File: config.mk
export PLATFORM = sky130hd
export DESIGN_NAME = alarm_match_unit
export DESIGN_NICKNAME = d
export VERILOG_FILES = /design/src/rtl/alarm_pkg.sv /design/src/rtl/alarm_field_cmp.sv /design/src/rtl/alarm_flag_ctrl.sv /design/src/rtl/alarm_match_unit.sv
export SDC_FILE = /design/constraint.sdc
export NUM_CORES = 1
export LEC_CHECK = 0
export BUFFER_PORTS_ARGS = -buffer_cell sky130_fd_sc_hd__buf_2
export CAP_MARGIN = 30
export CORE_UTILIZATION = 50
export CTS_BUF_LIST = sky130_fd_sc_hd__clkbuf_16
export CTS_CLUSTER_DIAMETER = 150
export DETAILED_ROUTE_END_ITERATION = 8
export GPL_TIMING_DRIVEN = 0
export PLACE_DENSITY_LB_ADDON = 0.12
export SLEW_MARGIN = 20
export SYNTH_ARGS = -nofsm -noshare
export SYNTH_HDL_FRONTEND = slang
export SYNTH_HIERARCHICAL = 1
export SYNTH_SLANG_ARGS = --single-unit
File: constraint.sdc
create_clock -name clk_i -period 1.65 [get_ports clk_i]
set_clock_uncertainty 0.05 [all_clocks]
set_input_delay 0.2475 -clock clk_i [delete_from_list [all_inputs] [get_ports clk_i]]
set_output_delay 0.2475 -clock clk_i [all_outputs]
set_load 0.05 [all_outputs]
File: src/rtl/alarm_pkg.sv
package alarm_pkg;

    // Flag pipeline state: a match waiting one cycle, and the sticky flag.
    typedef struct packed {
        logic pend;
        logic flag;
    } alarm_flag_state_t;

endpackage

File: src/rtl/alarm_field_cmp.sv
module alarm_field_cmp #(
    parameter int FIELD_W = 8
) (
    input  logic               clk_i,
    input  logic               rst_ni,
    input  logic               wr_i,
    input  logic [FIELD_W-1:0] wdata_i,
    input  logic [FIELD_W-1:0] now_i,
    output logic               hit_o
);
    localparam int VAL_W = FIELD_W - 1;

    typedef struct packed {
        logic [FIELD_W-1:0] setting;
    } field_state_t;

    field_state_t st_d, st_q;

    always_comb begin
        st_d = st_q;
        if (wr_i) begin
            st_d.setting = wdata_i;
        end
    end

    always_ff @(posedge clk_i or negedge rst_ni) begin
        if (!rst_ni) begin
            st_q.setting <= {1'b1, {VAL_W{1'b0}}};
        end else begin
            st_q <= st_d;
        end
    end

    // Top bit masks the field out; otherwise the BCD digits must agree.
    assign hit_o = st_q.setting[FIELD_W-1]
                 | (st_q.setting[VAL_W-1:0] == now_i[VAL_W-1:0]);

endmodule

File: src/rtl/alarm_flag_ctrl.sv
module alarm_flag_ctrl
    import alarm_pkg::*;
(
    input  logic clk_i,
    input  logic rst_ni,
    input  logic tick_i,
    input  logic all_hit_i,
    input  logic any_wr_i,
    input  logic rd_clr_i,
    input  logic irq_en_i,
    output logic flag_o,
    output logic irq_o
);
    alarm_flag_state_t st_d, st_q;

    always_comb begin
        st_d = st_q;
        // Sample the comparison once per second; a write kills it.
        st_d.pend = tick_i & all_hit_i & ~any_wr_i;
        // A new event wins over a same-cycle read.
        st_d.flag = (st_q.pend & ~any_wr_i) | (st_q.flag & ~rd_clr_i);
    end

    always_ff @(posedge clk_i or negedge rst_ni) begin
        if (!rst_ni) begin
            st_q <= '0;
        end else begin
            st_q <= st_d;
        end
    end

    assign flag_o = st_q.flag;
    assign irq_o  = st_q.flag & irq_en_i;

endmodule

File: src/rtl/alarm_match_unit.sv
module alarm_match_unit #(
    parameter  int NUM_FIELDS = 4,
    parameter  int FIELD_W    = 8,
    localparam int SEL_W      = (NUM_FIELDS > 1) ? $clog2(NUM_FIELDS) : 1
) (
    input  logic                          clk_i,
    input  logic                          rst_ni,
    input  logic                          tick_i,
    input  logic [NUM_FIELDS*FIELD_W-1:0] now_time_i,
    input  logic                          alm_wr_i,
    input  logic [SEL_W-1:0]              alm_sel_i,
    input  logic [FIELD_W-1:0]            alm_wdata_i,
    input  logic                          irq_en_i,
    input  logic                          flag_rd_i,
    output logic                          alm_flag_o,
    output logic                          irq_o
);
    logic [NUM_FIELDS-1:0] wr_vec;
    logic [NUM_FIELDS-1:0] hit_vec;

    for (genvar gi = 0; gi < NUM_FIELDS; gi++) begin : g_field
        assign wr_vec[gi] = alm_wr_i && (alm_sel_i == SEL_W'(gi));

        alarm_field_cmp #(
            .FIELD_W (FIELD_W)
        ) u_cmp (
            .clk_i   (clk_i),
            .rst_ni  (rst_ni),
            .wr_i    (wr_vec[gi]),
            .wdata_i (alm_wdata_i),
            .now_i   (now_time_i[gi*FIELD_W +: FIELD_W]),
            .hit_o   (hit_vec[gi])
        );
    end

    alarm_flag_ctrl u_flag (
        .clk_i     (clk_i),
        .rst_ni    (rst_ni),
        .tick_i    (tick_i),
        .all_hit_i (&hit_vec),
        .any_wr_i  (alm_wr_i),
        .rd_clr_i  (flag_rd_i),
        .irq_en_i  (irq_en_i),
        .flag_o    (alm_flag_o),
        .irq_o     (irq_o)
    );

endmodule

# Word level (Yosys, flattened, before mapping)
# Index checks and enable logic that the tools add are counted.
[totals]
output_inout_bits = 2
register_bits = 34
memories = 0
latch_bits = 0
word_cells = 31
rom_bits = 0
inputBits = 48
mem_bits_rw = 0
[op_classes]
mux = 0
reduce_logical = 6
add_sub_neg = 0
mul = 0
shifts = 0
div = 0
n_lt_le_gt_ge = 0
n_bitwise = 12
n_eq_ne = 7
[ops]
columns = ["operator", "count"]
rows = [
  ["== test 7 bit", 4],
  ["AND 1 bit", 5],
  ["OR 1 bit", 5],
  ["== test 2 bit, second input constant", 2],
  ["logical AND 1 bit", 4],
  ["AND reduction 4 bit", 1],
  ["== test 2 x 1 -> 1 bit, second input constant", 1],
  ["logical NOT 2 bit", 1],
  ["NOT 1 bit", 2],
]

# Logic depth before layout (Yosys ltp)
# Gate-level depths: netlist of the first run.
[logic_depth]
word_depth = 5
ltp_mapped = 6
mapped_depth_nobuf = 6

# Hierarchy
# Netlist of the first run, hierarchy kept.
[by_module_without_submodules]
columns = ["mod", "cells_per_inst", "seq_area_each_um2", "n_inst", "area_per_inst_um2"]
rows = [
  ["alarm_field_cmp", 26, 201.4, 4, 374.1],
  ["alarm_flag_ctrl", 8, 50.0, 1, 83.8],
  ["alarm_match_unit", 5, 0.0, 1, 46.3],
]

# Worst setup path before layout of the first run
# OpenSTA, ideal clock, no wires.
[synth_timing]
path_kind = "flip-flop to output port"
from = "register u_flag.st_q (netlist bit u_flag/flag_o)"
to = "output port irq_o"
arrival_ns = 1.120
stages_incl_launch_ff = 2
path_slack_ns = 0.233
required_ns = 1.352
path_buffers = 0
cell_sequence = "dfrtp_1 > and2_1"
[synth_via]
elab_chain_cells = 1
[synth_rtl]
columns = ["item", "line", "text"]
rows = [
  ["start: declaration", "alarm_flag_ctrl.sv:14", "alarm_flag_state_t st_d, st_q;"],
  ["start signal: assignment", "alarm_flag_ctrl.sv:28", "st_q <= st_d;"],
  ["AND 1 bit", "alarm_flag_ctrl.sv:33", "assign irq_o = st_q.flag & irq_en_i;"],
  ["end: declaration", "alarm_match_unit.sv:16", "output logic irq_o"],
]
# Every way passes these cells.

==> flow_metrics.env, run 1 <==
export IMPL_cts_htree_levels=2
export IMPL_slew_viol_final=0
export IMPL_dieArea_um2=3490
export IMPL_final_common_cell="buf_2"
export IMPL_syn_avg_cell_area_um2=13.9
export IMPL_ys_ff_latch=34
export IMPL_cts_buffer_depth=2
export IMPL_syn_nets=165
export IMPL_setup_viol=0
export IMPL_portBuffers=45
export IMPL_vias=1048
export IMPL_final_nets=217
export IMPL_worstPathCellList="xor2_1, nor4_2, a41o_1, and4_1, nand2_1, nor2_1"
export IMPL_synth_cells=117
export IMPL_powerDensity_nw_per_um2=1220
export IMPL_cts_buffers=5
export IMPL_cts_tree="yes"
export IMPL_postLayoutSetupSlackWorst_ns=0.0955
export IMPL_crit_start="g_field[3].u_cmp/st_q[1]$_DFFE_PN0P_"
export IMPL_grt_max_degree=35
export IMPL_die_w_um=59.0
export IMPL_synthTopCellsByArea="dfrtp_1 (46%), mux2_2 (22%), xor2_1 (8.6%), dfstp_2 (6.5%), xnor2_1 (6.5%)"
export IMPL_synth_seq_area_share_pct=52.6
export IMPL_drt_pass1_iter_count=4
export IMPL_outcome="finished with violations"
export IMPL_cp_max_fo=2
export IMPL_placed_cell_area_um2=1910
export IMPL_core_rowCount=20
export IMPL_yosys_area_top_type="dfrtp_1"
export IMPL_grt_remaining_overflow=0
export IMPL_synthToLayoutAreaGrowth_pct=28.9
export IMPL_max_freq_mhz=643
export IMPL_design_power_total_w=0.00257
export IMPL_drc_errors=0
export IMPL_clk_latency_ns=0.27
export IMPL_finalSetupTns_ns=0
export IMPL_syn_area_um2=1630
export IMPL_hp_class="in2async"
export IMPL_post_route_period_util_pct=94.2
export IMPL_dr_first_iter_drc_count=27
export IMPL_whs_ns=-0.00802
export IMPL_synth_top_area_share_pct=46.2
export IMPL_fin_crit_ns=1.55
export IMPL_worstMarginPinSlew_ns=0.744
export IMPL_ant_nets=0
export IMPL_max_cap_violations=0
export IMPL_yosysUniqueCellTypes=17
export IMPL_peakVddDrop_uv=668
export IMPL_grt_pass1_vias=1114
export IMPL_grt_use_total_pct=19.9
export IMPL_antenna_found_initial=0
export IMPL_ios=50
export IMPL_reg2reg_from="g_field[3].u_cmp/st_q[1]$_DFFE_PN0P_"
export IMPL_cpMaxStageDelayCell="dfrtp_1"
export IMPL_wl_um=3020
export IMPL_rsz0062_at_grt="false"
export IMPL_final_area_um2=2100
export IMPL_cp_data_required_time_ns=1.81
export IMPL_grt_pass1_wl_um=4910
export IMPL_gp_congestion=0.673
export IMPL_critPathKind="reg2reg"
export IMPL_clk_pin_slew_ns=0.05
export IMPL_coreArea_um2=3080
export IMPL_startpoint_type="flip-flop"
export IMPL_worstSetupEndpointType="flip-flop"
export IMPL_antenna_cells=0
export IMPL_power_leakage_nw=0.967
export IMPL_hold_viol_final=24
export IMPL_yosysWarnings=6
export IMPL_post_cts_buffers=0
export IMPL_dp_worst_setup_slack_ns=-0.0161
export IMPL_worst_path_buf_inv=0
export IMPL_vias_per_cell=4.90
export IMPL_clock_sinks=34
export IMPL_mostFrequentLayoutCells="buf_2 (49), mux2_2 (32), dfrtp_1 (30)"
export IMPL_place_hpwl_um=2350
export IMPL_drive_above_1_share_pct=58.8
export IMPL_cpLargestDelayFamily="simple AND/OR/NAND/NOR gates"
export IMPL_root_buffer="clkbuf_16"
export IMPL_die_y_um=59.0
export IMPL_initial_utilization_pct=52.8
export IMPL_arrival_ns=1.71
export IMPL_max_stage_delay_ns=0.38
export IMPL_violations="hold timing"
export IMPL_wl_per_cell_um=14.1
export IMPL_slew_headroom_pct=50.4
==> cell type report <==
type | count | area [um^2]
Clock buffer | 5 | 125
Clock inverter | 3 | 40.0
Tap cell | 44 | 55.1
Inverter | 2 | 7.51
Fill cell | 244 | 981
Buffer | 4 | 20.0
Timing Repair Buffer | 45 | 225
Multi-Input combinational cell | 77 | 768
Sequential cell | 34 | 856
==> report_power, final <==
| part | total, W | internal (W) | switching (W) |
|---|---|---|---|
| clock network | 0.00102 | 0.000705 | 0.000319 |
| logic | 0.000444 | 0.000264 | 0.000180 |
| registers | 0.00110 | 0.00100 | 0.0000980 |
==> flip-flops by register name, summed over array words and instances (netlist names) <==
signal,cells
g_field.u_cmp/st_q,32
u_flag/flag_o,1
u_flag/st_q,1
==> kinds of logic after synthesis <==
family                    after synthesis  share of synthesized area, %
buffers and inverters                   6                          1.69
xor gates and xnor gates               28                          15.1
DFF                                    34                          52.6
muxes                                  32                          22.2
and+or+nand+nor                        12                          5.23
AOI/OAI and AO/OA                       5                          3.23
==> through the flow <==
| stage | cells | hold slack (ns) | util [%] |
|---|---|---|---|
| 2_1_floorplan | 117 | -0.0981 | - |
| 3_3_place_gp | 206 | 0.292 | 62.0 |
| 3_5_place_dp | 206 | 0.307 | 62.0 |
| 4_1_cts | 214 | 0.0160 | 67.5 |
| 5_1_grt | 214 | 0.0540 | 68.1 |
| 6_report | 214 | -0.00802 | 68.1 |
==> path summary, 6_finish.rpt <==
kind / endpoint / slack [ns] / cells past startpoint
min in group clk_i: u_flag/flag_o$_DFF_PN0_ / 0.11 / 2
worst max-delay path: u_flag/st_q[1]$_DFF_PN0_ / 0.1 / 6
worst max register to register: u_flag/st_q[1]$_DFF_PN0_ / 0.1 / 6
worst min-delay path: g_field[2].u_cmp/st_q[1]$_DFFE_PN0P_ / -0.008 / 1
max in group asynchronous: g_field[0].u_cmp/st_q[6]$_DFFE_PN0P_ / 1.09 / 1
worst min register to register: u_flag/flag_o$_DFF_PN0_ / 0.47 / 2
==> what timing repair did <==
action	4_1_cts	5_1_grt
pin swaps	0	2
endpoints found under the setup margin	1	1
hold buffers	0	0
resized for setup	1	3
==> metal layers <==
layer	track usage, %	part of all wire [%]	routed length (um)	vias to the layer above
met5	0	0	0	-
met4	8.16	0.63	19	0
met3	5.90	3.1	95	2
met2	34.3	53	1580	26
met1	23.1	44	1320	506
li1	-	-	-	514
==> synth_stat cells (all sizes together) <==
master / number
a41o: 4
and2: 1
and3: 1
and3b: 2
and4: 1
buf: 4
dfrtp: 30
dfstp: 4
inv: 2
mux2: 32
nand2: 1
nor2: 1
nor3b: 1
nor4: 4
o22ai: 1
xnor2: 12
xor2: 16
(Power assumes the default switching activity.)
==> run 2, diff against run 1 <==
==> constraint.sdc (replaced) <==
create_clock -name clk_i -period 1.65 [get_ports clk_i]
set_clock_uncertainty 0.05 [all_clocks]
set_input_delay 0.0825 -clock clk_i [delete_from_list [all_inputs] [get_ports clk_i]]
set_output_delay 0.0825 -clock clk_i [all_outputs]
set_load 0.05 [all_outputs]
==> run 2 against run 1 <==
Effect of this change:
- the flow now finishes without violations
- cell count is 1.9% higher
- wire length is 2.0% higher
- global-route usage is 0.49 points higher
- power is 0.19% higher
- first-iteration DRC count is 7.4% higher
- largest power group unchanged
==> flow_metrics.env, run 2 (synthesized netlist as in run 1, its figures left out) <==
export IMPL_clk_pin_slew_ns=0.05
export IMPL_highest_layer="met4"
export IMPL_vias_per_cell=4.92
export IMPL_clk_latency_ns=0.27
export IMPL_wl_met3_um=99
export IMPL_hp_class="in2reg"
export IMPL_cts_htree_levels=2
export IMPL_wl_met1_um=1320
export IMPL_wl_per_cell_um=14.1
export IMPL_place_hpwl_um=2350
export IMPL_fin_crit_ns=1.54
export IMPL_grt_use_total_pct=20.4
export IMPL_placed_cell_area_um2=1910
export IMPL_rsz0062_at_grt="false"
export IMPL_setup_viol=0
export IMPL_largest_register="g_field.u_cmp/st_q"
export IMPL_netSwitchingPower_w=0.000596
export IMPL_gp_congestion=0.673
export IMPL_worstSetupEndpointType="flip-flop"
export IMPL_worstMarginPinSlew_ns=0.735
export IMPL_wl_um=3080
export IMPL_drc_errors=0
export IMPL_die_y_um=59.0
export IMPL_grt_pass1_vias=1148
export IMPL_portBuffers=45
export IMPL_final_nets=221
export IMPL_reg2reg_depth=6
export IMPL_antenna_found_initial=0
export IMPL_hold_viol_final=0
export IMPL_mostFrequentLayoutCells="buf_2 (49), mux2_2 (32), dfrtp_1 (30)"
export IMPL_grt_max_degree=35
export IMPL_cp_data_required_time_ns=1.80
export IMPL_power_clock_fraction_pct=39.8
export IMPL_antenna_cells=0
export IMPL_max_cap_violations=0
export IMPL_dr_first_iter_drc_count=29
export IMPL_p_int_w=0.00198
export IMPL_ios=50
export IMPL_synthToLayoutAreaGrowth_pct=31.4
export IMPL_wl_met2_um=1610
export IMPL_dieArea_um2=3490
export IMPL_clock_sinks=34
export IMPL_drive_above_1_share_pct=57.5
export IMPL_slew_headroom_pct=51.0
export IMPL_final_common_cell="buf_2"
export IMPL_grt_pass1_wl_um=5040
export IMPL_coreArea_um2=3080
export IMPL_power_frac_seq_pct=42.7
export IMPL_drt_pass1_iter_count=3
export IMPL_finalSetupTns_ns=0
export IMPL_cts_buffers=5
export IMPL_whs_path_depth=2
export IMPL_die_w_um=59.0
export IMPL_power_leakage_nw=0.984
export IMPL_cp_max_fo=2
export IMPL_core_rowCount=20
export IMPL_power_share_combinational_pct=17.5
export IMPL_grt_remaining_overflow=0
export IMPL_nFillCells=237
export IMPL_ant_nets=0
export IMPL_slew_viol_final=0
export IMPL_startpoint_type="flip-flop"
export IMPL_largest_register_ff_count=32
export IMPL_root_buffer="clkbuf_16"
export IMPL_post_route_period_util_pct=93.4
export IMPL_final_area_um2=2140
export IMPL_vias=1073
export IMPL_outcome="completed"
export IMPL_swShare_pct=23.2
export IMPL_peakVddDrop_uv=670
export IMPL_max_freq_mhz=649
export IMPL_critPathKind="reg2reg"
export IMPL_cts_buffer_depth=2
export IMPL_powerDensity_nw_per_um2=1200
export IMPL_cts_tree="yes"
export IMPL_arrival_ns=1.69
export IMPL_initial_utilization_pct=52.8
[run 2: changes by cell type in the layout (fill, tap and decap cells not counted), sizes merged]
cell         change
dlygate4sd3      +4
[run 2: final timing paths]
| kind | start | end | slack, ns |
|---|---|---|---|
| max in group asynchronous | rst_ni | g_field[0].u_cmp/st_q[0]$_DFFE_PN0P_ | 0.71 |
| worst max-delay path | g_field[1].u_cmp/st_q[2]$_DFFE_PN0P_ | u_flag/st_q[1]$_DFF_PN0_ | 0.11 |
| min in group asynchronous | rst_ni | g_field[2].u_cmp/st_q[1]$_DFFE_PN0P_ | 0.37 |
| worst max register to register | g_field[1].u_cmp/st_q[2]$_DFFE_PN0P_ | u_flag/st_q[1]$_DFF_PN0_ | 0.11 |
| worst min-delay path | alm_wdata_i[5] | g_field[0].u_cmp/st_q[5]$_DFFE_PN0P_ | 0.04 |
| worst min register to register | u_flag/st_q[1]$_DFF_PN0_ | u_flag/flag_o$_DFF_PN0_ | 0.47 |
[run 2: layout make-up]
type	count	area, um^2	share of cell area (%)
buffer	4	20.0	0.937
clock buffer	5	125	5.85
clock inverter	3	40.0	1.87
inverter	2	7.51	0.351
multi-input combinational	77	768	35.9
sequential	34	856	40.0
tap	44	55.1	2.58
timing repair buffer	49	265	12.4
[run 2: metal layers]
layer	global-route usage [%]	vias up
met5	0	-
met4	11.2	0
met3	3.93	6
met2	34.9	27
met1	24.0	517
li1	-	523
[run 2: power by group through the flow]
stage | logic [W] | registers, W | clock network, W
2_1_floorplan | 0.000294 | 0.00109 | 0
3_3_place_gp | 0.000404 | 0.00110 | 0
3_5_place_dp | 0.000425 | 0.00111 | 0
4_1_cts | 0.000442 | 0.00110 | 0.00105
5_1_grt | 0.000494 | 0.00112 | 0.00109
6_report | 0.000451 | 0.00110 | 0.00102
[run 2: through the flow]
stage | setup WS [ns] | hold slack, ns | std cells | power, W | util, %
2_1_floorplan | 0.300 | -0.263 | 117 | 0.00138 | -
3_3_place_gp | 0.0812 | 0.127 | 206 | 0.00151 | 62.0
3_5_place_dp | -0.0161 | 0.142 | 206 | 0.00154 | 62.0
4_1_cts | 0.000701 | 0.0440 | 218 | 0.00259 | 68.8
5_1_grt | 0.00936 | 0.0511 | 218 | 0.00270 | 69.4
6_report | 0.110 | 0.0443 | 218 | 0.00257 | 69.4
[run 2: what timing repair did]
action,in CTS,in global routing
endpoints found under the setup margin,1,1
pin swaps,0,2
hold endpoints to repair,32,0
setup buffers,0,0
hold buffers,4,0
resized for setup,1,3
gates cloned,0,0
[run 2: critical path, cell delays in order, from the launching register on]
cell and delay [ns]:
dfrtp_1 0.39, xor2_1 0.16, nor4_2 0.35, a41o_1 0.22, and4_1 0.19, nand2_1 0.05, nor2_1 0.07
==> run 3, diff against run 2 <==
--- a/config.mk
+++ b/config.mk
@@ -7,12 +7,13 @@
 export LEC_CHECK = 0
 export BUFFER_PORTS_ARGS = -buffer_cell sky130_fd_sc_hd__buf_2
 export CAP_MARGIN = 30
-export CORE_UTILIZATION = 50
+export CORE_UTILIZATION = 30
 export CTS_BUF_LIST = sky130_fd_sc_hd__clkbuf_16
 export CTS_CLUSTER_DIAMETER = 150
 export DETAILED_ROUTE_END_ITERATION = 8
 export GPL_TIMING_DRIVEN = 0
 export PLACE_DENSITY_LB_ADDON = 0.12
+export SETUP_SLACK_MARGIN = 0.3
 export SLEW_MARGIN = 20
 export SYNTH_ARGS = -nofsm -noshare
 export SYNTH_HDL_FRONTEND = slang
==> constraint.sdc (replaced) <==
create_clock -name clk_i -period 1.65 [get_ports clk_i]
set_clock_uncertainty 0.05 [all_clocks]
set_input_delay 0.33 -clock clk_i [delete_from_list [all_inputs] [get_ports clk_i]]
set_output_delay 0.33 -clock clk_i [all_outputs]
set_load 0.05 [all_outputs]
==> run 3 against run 2 <==
Effect of this change:
- register-to-register slack hardly changed
- die area is 64% higher
- sequential cell count stayed put
- largest cell class unchanged
- wire length is 11% higher
- combinational power hardly changed
- critical path type unchanged
- cell area is 1.0% lower
==> flow_metrics.env, run 3 (synthesized netlist as in run 1, its figures left out) <==
export IMPL_ant_nets=0
export IMPL_final_area_um2=2120
export IMPL_power_clock_fraction_pct=35.8
export IMPL_nFillCells=491
export IMPL_powerDensity_nw_per_um2=1140
export IMPL_worstMarginPinSlew_ns=0.757
export IMPL_slew_headroom_pct=49.5
export IMPL_hp_class="in2async"
export IMPL_largest_register_ff_count=32
export IMPL_largest_register="g_field.u_cmp/st_q"
export IMPL_setup_viol=0
export IMPL_fin_crit_ns=1.54
export IMPL_met1_usage_pct=16.8
export IMPL_cts_buffers=5
export IMPL_die_y_um=75.6
export IMPL_post_cts_buffers=0
export IMPL_drt_pass1_iter_count=2
export IMPL_placed_cell_area_um2=1940
export IMPL_startpoint_type="flip-flop"
export IMPL_power_leakage_nw=0.958
export IMPL_instances_no_fill=240
export IMPL_wl_per_cell_um=14.3
export IMPL_slew_viol_final=0
export IMPL_cts_htree_levels=2
export IMPL_grt_pass1_vias=1123
export IMPL_dp_worst_setup_slack_ns=-0.0579
export IMPL_clk_pin_slew_ns=0.05
export IMPL_hold_viol_final=0
export IMPL_grt_max_degree=35
export IMPL_cts_buffer_depth=2
export IMPL_swShare_pct=24.7
export IMPL_synthToLayoutAreaGrowth_pct=30.1
export IMPL_vias=1073
export IMPL_power_frac_seq_pct=45.6
export IMPL_p_int_w=0.00181
export IMPL_clock_sinks=34
export IMPL_wl_um=3430
export IMPL_grt_remaining_overflow=0
export IMPL_initial_utilization_pct=31.4
export IMPL_arrival_ns=1.70
export IMPL_critPathKind="reg2reg"
export IMPL_outcome="completed"
export IMPL_use_met3_pct=3.97
export IMPL_portBuffers=45
export IMPL_cp_max_fo=2
export IMPL_core_rowCount=26
export IMPL_dr_first_iter_drc_count=23
export IMPL_max_freq_mhz=648
export IMPL_netSwitchingPower_w=0.000595
export IMPL_drc_errors=0
export IMPL_max_cap_violations=0
export IMPL_top_usage_layer="met2"
export IMPL_coreArea_um2=5170
export IMPL_cpMaxStageDelayCell="dfrtp_1"
export IMPL_antenna_cells=0
export IMPL_vias_per_cell=4.47
export IMPL_cpLargestDelayFamily="simple AND/OR/NAND/NOR gates"
export IMPL_gp_congestion=0.657
export IMPL_dieArea_um2=5720
export IMPL_root_buffer="clkbuf_16"
export IMPL_die_w_um=75.6
export IMPL_place_hpwl_um=2720
export IMPL_grt_use_total_pct=13.9
export IMPL_final_nets=217
export IMPL_cp_data_required_time_ns=1.81
export IMPL_design_power_total_w=0.00240
export IMPL_ios=50
export IMPL_final_common_cell="buf_2"
export IMPL_dp_cells=232
export IMPL_rsz0062_at_grt="true"
export IMPL_cts_tree="yes"
export IMPL_postLayoutSetupSlackWorst_ns=0.106
export IMPL_worst_path_buf_inv=0
export IMPL_grt_util_met2_pct=23.2
export IMPL_cts_hold_buffers_added=0
export IMPL_power_share_combinational_pct=18.7
export IMPL_antenna_found_initial=0
export IMPL_worstPathCellList="xor2_1, nor4_2, a41o_1, and4_1, nand2_1, nor2_1"
export IMPL_drive_above_1_share_pct=58.8
export IMPL_grt_pass1_wl_um=5380
export IMPL_max_stage_delay_ns=0.38
export IMPL_peakVddDrop_uv=433
export IMPL_post_route_period_util_pct=93.6
export IMPL_worstSetupEndpointType="flip-flop"
export IMPL_mostFrequentLayoutCells="buf_2 (48), mux2_2 (32), dfrtp_1 (29)"
export IMPL_clk_latency_ns=0.27
[run 3: final cells by class]
| class | count | area (um^2) | share of cell area (%) |
|---|---|---|---|
| Inverter | 2 | 7.51 | 0.355 |
| Timing Repair Buffer | 45 | 235 | 11.1 |
| Clock inverter | 3 | 12.5 | 0.591 |
| Tap cell | 70 | 87.6 | 4.14 |
| Sequential cell | 34 | 857 | 40.5 |
| Clock buffer | 5 | 125 | 5.91 |
| Multi-Input combinational cell | 77 | 771 | 36.4 |
| Buffer | 4 | 20.0 | 0.946 |
[run 3: per-layer routing]
metal,part of all wire (%),up-vias
met5,0,-
met4,1.7,0
met3,4.4,6
met2,50,30
met1,44,523
li1,-,514
[run 3: repair_timing]
item,CTS,global route
pin swaps,7,0
resized for setup,8,0
endpoints found under the hold margin,0,0
setup endpoints to repair,2,2
[run 3: final timing paths]
path                                                       from                                   end  slack, ns  cells after the start
setup / recovery           g_field[0].u_cmp/st_q[2]$_DFFE_PN0P_              u_flag/st_q[1]$_DFF_PN0_       0.11                      6
hold / removal                                           rst_ni  g_field[0].u_cmp/st_q[4]$_DFFE_PN0P_       0.08                      1
setup reg to reg           g_field[0].u_cmp/st_q[2]$_DFFE_PN0P_              u_flag/st_q[1]$_DFF_PN0_       0.11                      6
hold reg to reg            g_field[1].u_cmp/st_q[2]$_DFFE_PN0P_  g_field[1].u_cmp/st_q[2]$_DFFE_PN0P_       0.47                      1
max in group asynchronous                                rst_ni               u_flag/flag_o$_DFF_PN0_       0.95                      1
min in group clk_i                                    flag_rd_i               u_flag/flag_o$_DFF_PN0_       0.17                      2
[run 3: through the flow]
| step | hold slack, ns | TNS (ns) | utilization [%] |
|---|---|---|---|
| finish | 0.0776 | 0 | 40.9 |
| global route | 0.137 | -0.0237 | 40.9 |
| CTS | 0.101 | 0 | 40.9 |
| detailed placement | 0.393 | -0.0579 | 37.5 |
| global placement | 0.381 | -0.0404 | 37.5 |
| floorplan | -0.0156 | 0 | - |
[run 3: power groups by stage]
| stage | combinational [W] | sequential, W | clock (W) |
|---|---|---|---|
| 6_report | 0.000449 | 0.00110 | 0.000860 |
| 3_3_place_gp | 0.000416 | 0.00110 | 0 |
| 4_1_cts | 0.000459 | 0.00110 | 0.000881 |
| 3_5_place_dp | 0.000435 | 0.00111 | 0 |
| 5_1_grt | 0.000493 | 0.00112 | 0.000921 |
| 2_1_floorplan | 0.000294 | 0.00109 | 0 |
